$ cat src/rtl/hvcfg_pkg.sv
// Package: shared outcome encoding, field positions and the writable mask
// for the virtualization control register.
package hvcfg_pkg;
    localparam int CFG_W      = 64;
    localparam int SYN_W      = 6;
    localparam int BIT_STACK  = 22;
    localparam int BIT_VFIQ   = 8;
    localparam int BIT_VIRQ   = 7;
    localparam int HI_LO_BIT  = 14;
    localparam int LO_HI_BIT  = 11;

    localparam logic [SYN_W-1:0] SYN_SYSREG = 6'h18;

    typedef enum logic [2:0] {
        ACC_IDLE     = 3'd0,
        ACC_DIRECT   = 3'd1,
        ACC_REDIRECT = 3'd2,
        ACC_TRAP_L2  = 3'd3,
        ACC_TRAP_L3  = 3'd4,
        ACC_UNDEF    = 3'd5
    } acc_outcome_e;

    // Build the writable-bit mask from the two implemented field ranges.
    function automatic logic [CFG_W-1:0] impl_mask();
        logic [CFG_W-1:0] m;
        m = '0;
        for (int i = 0; i < CFG_W; i++) begin
            if ((i >= HI_LO_BIT && i <= BIT_STACK) || (i <= LO_HI_BIT))
                m[i] = 1'b1;
        end
        return m;
    endfunction
endpackage

$ cat src/rtl/hvcfg_decide.sv
// Module: hvcfg_decide
// Purely combinational priority tree choosing the outcome of one access.
// Assumes all inputs are stable while req_valid is high.
module hvcfg_decide
    import hvcfg_pkg::*;
#(
    parameter int SYN_WIDTH = SYN_W
) (
    input  logic                 req_valid,
    input  logic [1:0]           cur_level,
    input  logic                 lvl2_enabled,
    input  logic                 lvl3_present,
    input  logic                 hx_enable,
    input  logic                 nv_bit,
    input  logic                 nv2_bit,
    input  logic                 halted,
    input  logic                 sec_dbg_dis,
    output acc_outcome_e         outcome,
    output logic [SYN_WIDTH-1:0] syn_class
);
    localparam logic [SYN_WIDTH-1:0] TRAP_CLASS = SYN_WIDTH'(SYN_SYSREG);

    logic l3_blocks;
    logic dbg_lock;

    assign l3_blocks = lvl3_present && !hx_enable;
    assign dbg_lock  = halted && sec_dbg_dis;

    // Prioritized decision per privilege level.
    always_comb begin
        outcome = ACC_IDLE;
        if (req_valid) begin
            unique case (cur_level)
                2'd0: outcome = ACC_UNDEF;
                2'd1: begin
                    if (lvl2_enabled && nv_bit && nv2_bit)
                        outcome = ACC_REDIRECT;
                    else if (lvl2_enabled && nv_bit)
                        outcome = ACC_TRAP_L2;
                    else
                        outcome = ACC_UNDEF;
                end
                2'd2: begin
                    if (l3_blocks)
                        outcome = dbg_lock ? ACC_UNDEF : ACC_TRAP_L3;
                    else
                        outcome = ACC_DIRECT;
                end
                default: outcome = ACC_DIRECT;
            endcase
        end
    end

    // Syndrome class accompanies only the two trap outcomes.
    always_comb begin
        syn_class = '0;
        if (outcome == ACC_TRAP_L2 || outcome == ACC_TRAP_L3)
            syn_class = TRAP_CLASS;
    end
endmodule

$ cat src/rtl/hvcfg_store.sv
// Module: hvcfg_store
// Register storage. Only bits set in WR_MASK are writable; the others stay 0.
// Assumes wr_en is already qualified by the access decision.
module hvcfg_store #(
    parameter int               WIDTH   = 64,
    parameter logic [WIDTH-1:0] WR_MASK = '1
) (
    input  logic             clk,
    input  logic             rst_n,
    input  logic             wr_en,
    input  logic [WIDTH-1:0] wr_data,
    output logic [WIDTH-1:0] q
);
    // Synchronous clear, masked update on a qualified write.
    always_ff @(posedge clk) begin
        if (!rst_n)
            q <= '0;
        else if (wr_en)
            q <= wr_data & WR_MASK;
    end
endmodule

$ cat src/rtl/hvcfg_effective.sv
// Module: hvcfg_effective
// Derives effective field values from stored bits and the virtualization state.
// Assumes the stored bits come straight from the register.
module hvcfg_effective (
    input  logic stack_bit,
    input  logic vfiq_bit,
    input  logic virq_bit,
    input  logic lvl2_enabled,
    input  logic lvl3_present,
    input  logic hx_enable,
    input  logic e2h_bit,
    input  logic tge_bit,
    input  logic virq_pend,
    input  logic vfiq_pend,
    output logic eff_stack_en,
    output logic eff_virq_super,
    output logic eff_vfiq_super
);
    logic host_mode;
    assign host_mode = e2h_bit && tge_bit;

    // Force-to-1 wins over force-to-0, else the stored bit.
    always_comb begin
        if (!lvl2_enabled || host_mode)
            eff_stack_en = 1'b1;
        else if (lvl3_present && !hx_enable)
            eff_stack_en = 1'b0;
        else
            eff_stack_en = stack_bit;
    end

    // Superpriority matters only while the matching interrupt is pending.
    always_comb begin
        eff_virq_super = virq_bit && virq_pend;
        eff_vfiq_super = vfiq_bit && vfiq_pend;
    end
endmodule

$ cat src/rtl/hvcfg_access_ctrl.sv
// Module: hvcfg_access_ctrl (top)
// Holds the control register, decides each access outcome in the request
// cycle, commits direct writes on the next edge and drives effective fields.
// Assumes request inputs are held stable for the whole request cycle.
module hvcfg_access_ctrl
    import hvcfg_pkg::*;
#(
    parameter int                  DATA_W   = CFG_W,
    parameter int                  CLASS_W  = SYN_W,
    parameter int                  SLOT_W   = 12,
    parameter logic [SLOT_W-1:0]   SLOT_OFS = 12'h0A0
) (
    input  logic               clk,
    input  logic               rst_n,
    input  logic               req_valid,
    input  logic               req_write,
    input  logic [1:0]         cur_level,
    input  logic               lvl2_enabled,
    input  logic               lvl3_present,
    input  logic               hx_enable,
    input  logic               nv_bit,
    input  logic               nv2_bit,
    input  logic               e2h_bit,
    input  logic               tge_bit,
    input  logic               halted,
    input  logic               sec_dbg_dis,
    input  logic [DATA_W-1:0]  wr_data,
    input  logic [DATA_W-1:0]  slot_rd_data,
    input  logic               virq_pend,
    input  logic               vfiq_pend,
    output logic [2:0]         outcome,
    output logic [CLASS_W-1:0] syn_class,
    output logic [DATA_W-1:0]  rd_data,
    output logic [SLOT_W-1:0]  slot_offset,
    output logic               eff_stack_en,
    output logic               eff_virq_super,
    output logic               eff_vfiq_super
);
    localparam logic [DATA_W-1:0] WR_MASK = DATA_W'(impl_mask());

    acc_outcome_e      dec_out;
    logic [DATA_W-1:0] cfg_q;
    logic              commit;

    hvcfg_decide #(.SYN_WIDTH(CLASS_W)) u_decide (
        .req_valid    (req_valid),
        .cur_level    (cur_level),
        .lvl2_enabled (lvl2_enabled),
        .lvl3_present (lvl3_present),
        .hx_enable    (hx_enable),
        .nv_bit       (nv_bit),
        .nv2_bit      (nv2_bit),
        .halted       (halted),
        .sec_dbg_dis  (sec_dbg_dis),
        .outcome      (dec_out),
        .syn_class    (syn_class)
    );

    assign outcome = dec_out;
    assign commit  = req_valid && req_write && (dec_out == ACC_DIRECT);

    hvcfg_store #(.WIDTH(DATA_W), .WR_MASK(WR_MASK)) u_store (
        .clk     (clk),
        .rst_n   (rst_n),
        .wr_en   (commit),
        .wr_data (wr_data),
        .q       (cfg_q)
    );

    hvcfg_effective u_eff (
        .stack_bit      (cfg_q[BIT_STACK]),
        .vfiq_bit       (cfg_q[BIT_VFIQ]),
        .virq_bit       (cfg_q[BIT_VIRQ]),
        .lvl2_enabled   (lvl2_enabled),
        .lvl3_present   (lvl3_present),
        .hx_enable      (hx_enable),
        .e2h_bit        (e2h_bit),
        .tge_bit        (tge_bit),
        .virq_pend      (virq_pend),
        .vfiq_pend      (vfiq_pend),
        .eff_stack_en   (eff_stack_en),
        .eff_virq_super (eff_virq_super),
        .eff_vfiq_super (eff_vfiq_super)
    );

    assign slot_offset = SLOT_OFS;

    // Read data only for reads that reach the register or the slot.
    always_comb begin
        rd_data = '0;
        if (req_valid && !req_write) begin
            if (dec_out == ACC_DIRECT)
                rd_data = cfg_q;
            else if (dec_out == ACC_REDIRECT)
                rd_data = slot_rd_data;
        end
    end
endmodule

$ cat config.mk
export PLATFORM = sky130hd
export DESIGN_NAME = hvcfg_access_ctrl
export DESIGN_NICKNAME = d
export VERILOG_FILES = /design/src/rtl/hvcfg_pkg.sv /design/src/rtl/hvcfg_decide.sv /design/src/rtl/hvcfg_store.sv /design/src/rtl/hvcfg_effective.sv /design/src/rtl/hvcfg_access_ctrl.sv
export SDC_FILE = /design/constraint.sdc
export NUM_CORES = 1
export LEC_CHECK = 0
export BUFFER_PORTS_ARGS = -buffer_cell sky130_fd_sc_hd__buf_2
export CORE_AREA = 2 2 91 93
export CTS_CLUSTER_DIAMETER = 120
export DETAILED_ROUTE_END_ITERATION = 16
export DIE_AREA = 0 0 93 95
export GPL_ROUTABILITY_DRIVEN = 0
export GPL_TIMING_DRIVEN = 1
export SYNTH_ARGS = -nofsm -noshare
export SYNTH_HDL_FRONTEND = slang
export SYNTH_SLANG_ARGS = --single-unit
$ cat constraint.sdc
create_clock -name clk -period 1.6 [get_ports clk]
set_clock_uncertainty 0.05 [all_clocks]
set_input_delay 0.32 -clock clk [delete_from_list [all_inputs] [get_ports clk]]
set_output_delay 0.32 -clock clk [all_outputs]
set_load 0.01 [all_outputs]
Word-level counts from Yosys, hierarchy flattened. Cells that the tools add are included.

Register bits: 21. Bits of input ports: 145. Output and inout port bits: 88.

Eq/ne operators: 6. Multiplexer cells: 12. Reduce and logical (&&, ||, !) cells: 16.

Operators with widths (number): two-way mux 64 bit (3); two-way mux 3 bit (4); logical AND 1 bit (10); case mux 3 bit (3 select lines) (1); equality test 3 x 2 -> 1 bit (second input constant) (2); two-way mux 5 bit (1); equality test 3 x 1 -> 1 bit (second input constant) (1); equality test 3 bit (second input constant) (1); logical NOT 1 bit (3); two-way mux 1 bit (3); equality test 2 x 1 -> 1 bit (second input constant) (1); equality test 2 bit (second input constant) (1); logical NOT 2 bit (1); logical OR 1 bit (2).

Longest topological paths before layout.
Word-level depth: 9. Mapped depth: 5. Mapped depth without buffers: 3.

Cells and area by module. A second synthesis with hierarchy kept.

Cells, all modules: 384. Area, all modules: 3146.8 µm².

By module, submodules not included: hvcfg_access_ctrl (times used 1, cells each 244, area an instance 1819.2 µm²); hvcfg_store (times used 1, cells each 112, area an instance 1147.4 µm²); hvcfg_decide (times used 1, cells each 23, area an instance 147.6 µm²); hvcfg_effective (times used 1, cells each 5, area an instance 32.5 µm²).

Least setup slack after synthesis. No wires, ideal clock.

Path kind: input -> output. Start point: input cur_level[0]. End point: output syn_class[4]. Data arrival time: 1.253 ns. Required time: 1.230 ns. Path slack: -0.023 ns. Cell stages on the path: 4. Path buffers: 1. Cell sequence: nor3b_2 > nand3_1 > a21boi_0 > buf_4.

Longest elaborated chain between the ends: 6. Elaborated cells on any way between the ends: 9.

Ends and longest elaborated chain: from (decl) (line hvcfg_access_ctrl.sv:17) `input logic [1:0] cur_level,`; equality test 2 bit (tied with other cells) (line hvcfg_decide.sv:33) `unique case (cur_level)`; case mux 3 bit (3 select lines) * (line hvcfg_decide.sv:33); two-way mux 3 bit * (line hvcfg_decide.sv:32) `if (req_valid) begin`; equality test 3 x 2 -> 1 bit / equality test 3 bit (equally long branches) (line hvcfg_decide.sv:57) `if (outcome == ACC_TRAP_L2 || outcome == ACC_TRAP_L3)`; logical OR 1 bit * (line hvcfg_decide.sv:57); two-way mux 5 bit * (line hvcfg_decide.sv:57); to (decl) (line hvcfg_access_ctrl.sv:32) `output logic [CLASS_W-1:0] syn_class,`.

Mark *: on every way between the ends. The rest lies on a longest branch, timed or not.

Final worst setup path.
Start point: input cur_level[1]. End point: output rd_data[32].

Longest elaborated chain between the ends: 7. Elaborated cells on any way between the ends: 10.

Ends and longest elaborated chain: equality test 2 bit (tied with other cells) (line hvcfg_decide.sv:33); case mux 3 bit (3 select lines) * (line hvcfg_decide.sv:33); two-way mux 3 bit * (line hvcfg_decide.sv:32); equality test 3 x 2 -> 1 bit (line hvcfg_access_ctrl.sv:94) `else if (dec_out == ACC_REDIRECT)`; two-way mux 64 bit (line hvcfg_access_ctrl.sv:94); two-way mux 64 bit * (line hvcfg_access_ctrl.sv:92) `if (dec_out == ACC_DIRECT)`; two-way mux 64 bit * (line hvcfg_access_ctrl.sv:91) `if (req_valid && !req_write) begin`; to (decl) (line hvcfg_access_ctrl.sv:33) `output logic [DATA_W-1:0] rd_data,`.

Marks and branches as above.

==> results.ini <==
[run_status]
status=finished, violations left
violations=setup timing

[drt]
wl_per_cell_microns=10.9
ant_nets=0
drc=0
first_iter_violations=24
wirelength_microns=5230
dr.pass1.iters=4
viasPerCell=4.00
dr_total_vias=1927

[timing]
min_period_ns=1.85
layout_setup_ws_ns=-0.251
fin_crit_sh_pct=116
hold_viol_final=0
max_freq_mhz=540
rsz0062_at_grt=true
final.setup.tns_ns=-11.44
drv_slew=0
setup_viol=64

[place]
port_buffers=173
dp_hpwl_microns=4220
placed_cells_incl_taps=478

[yosys]
synth_edf_count=0
async_flop_share_pct=0
synth-compound-area-share_pct=13.1
synth_cell_type_count=22
yosys.area_share.simple_pct=33.1
yosysWarnings=0
muxShareOfSynthArea_pct=13.1
synth_top_family_by_area=simple AND/OR/NAND/NOR gates
synth_fa_ha_area_share_pct=0
synth_xor_xnor_area_share_pct=0
postSynthAreaPerCell_sq_um=7.89
synth_flop_cell=dfxtp_1
synthCells=204
synth-seq-cells=21
ys_seq_area_share_pct=26.1
synth_area_sq_um=1610

[global_routing]
grt_usage_pct=10.5
grt_first_pass_wirelength_microns=7570
grt-ovfl-total=0
antenna_found_initial=0
grt_max_degree=44
grt_pass1_vias=1712

[floorplanning]
io-pin-count=233
die-area_sq_um=8840
die_y_microns=95
start_util_pct=20.3
die_w_microns=93
core_sq_um=7930
rows=33

[critical_path]
end_kind=output pin
cp-start-kind=primary input
r2r_setup_slack_ns=0.92
worstSetupPathType=primary input to output pin
required_ns=1.23
crit_arrival_ns=1.48
path_max_fanout=43

[final_layout]
largest_reg_flops=21
top_register=u_store.q
largestRegisters=u_store.q: 21 flops
diodes=0
final_cell_mix=buf_2, nand2_1, and2_1
area_delta_synth_final_pct=70.0
final_util_pct=34.5
final_common_cell=buf_2
final_nets=523
finalNonFillerCells=482
drive_above_1_share_pct=53.1

[power]
ir_drop_v=0.000402
power.static_leakage_nw=1.52
p_per_area_nw_per_um2=437

[min_path]
holdCritPathClass=primary input to register

[flow_run]
maxCapViolations=0

[clocking]
cts_root_buf=clkbuf_8
holdBufCountCts=0
cts_setup_buffers=0
clkSinkCount=21
cts_tree=yes
cts_buffer_depth=2
htreeDepth=1
clk_pin_slew_ns=0.07
clkLatencyLatePin_ns=0.26
cts-buffers-inserted=3

==> routing by layer <==
layer  vias up  GRT usage, %  share of wire, %
met5         -             0                 0
met1       836          12.6                40
met4         0          3.31              0.76
met2       101          18.9                50
met3         4          1.84               8.9
li1        986             -                 -
==> final cells by class <==
class	instances	area, sq um
timing repair buffer	188	1080
clock buffer	3	41.3
multi-input combinational	163	1050
clock inverter	1	5.00
tap	105	131
inverter	1	3.75
sequential	21	420
fill	836	5190
==> logic make-up after synthesis <==
family	after synthesis
AO/OA/AOI/OAI	25
AND/OR/NAND/NOR	101
other	2
flip-flops	21
multiplexers	21
buffers and inverters	34
==> per-stage QoR <==
step	worst slack [ns]	hold WS, ns	total power (W)	area, sq um
after CTS	-0.237	0.241	0.00121	2710
final	-0.251	0.251	0.00119	2740
after detailed placement	-0.252	0.398	0.000849	2620
after global routing	-0.297	0.245	0.00127	2740
after floorplan	-0.0106	0.384	0.000700	1660
after global placement	-0.234	0.393	0.000844	2620
==> Yosys cell counts (2+ instances only) <==
| master | number | area [sq um] |
|---|---|---|
| and2_1 | 46 | 288 |
| nand2_1 | 46 | 173 |
| a22o_1 | 21 | 184 |
| dfxtp_1 | 21 | 420 |
| mux2i_1 | 21 | 210 |
| buf_4 | 19 | 143 |
| clkbuf_1 | 6 | 22.5 |
| clkbuf_2 | 4 | 20.0 |
| buf_6 | 3 | 33.8 |
| and4b_1 | 2 | 20.0 |
| conb_1 | 2 | 7.51 |
| nand3_1 | 2 | 10.0 |
| nor3b_2 | 2 | 25.0 |
==> report_power, final <==
part           internal [W]  switching (W)
sequential         0.000540      0.0000100
combinational      0.000170       0.000130
clock              0.000173       0.000172
==> critical path, stage by stage <==
cell and delay (ns):
buf_6 0.09, and4b_1 0.25, and4b_2 0.29, buf_12 0.19
and2_1 0.18, buf_2 0.14
==> what timing repair did <==
| item | 4_1_cts | 5_1_grt |
|---|---|---|
| setup endpoints to repair | 67 | 67 |
| resized for setup | 9 | 5 |
| pin swaps | 0 | 4 |
==> path summary, 6_finish.rpt <==
check                   to  cells after the start          start
min reg2reg   u_store.q[1]                      2   u_store.q[1]
max reg2reg  u_store.q[22]                      2  u_store.q[22]
max            rd_data[32]                      6   cur_level[1]
min          u_store.q[21]                      3    wr_data[21]
No activity file was read; power rests on OpenSTA's default activity.
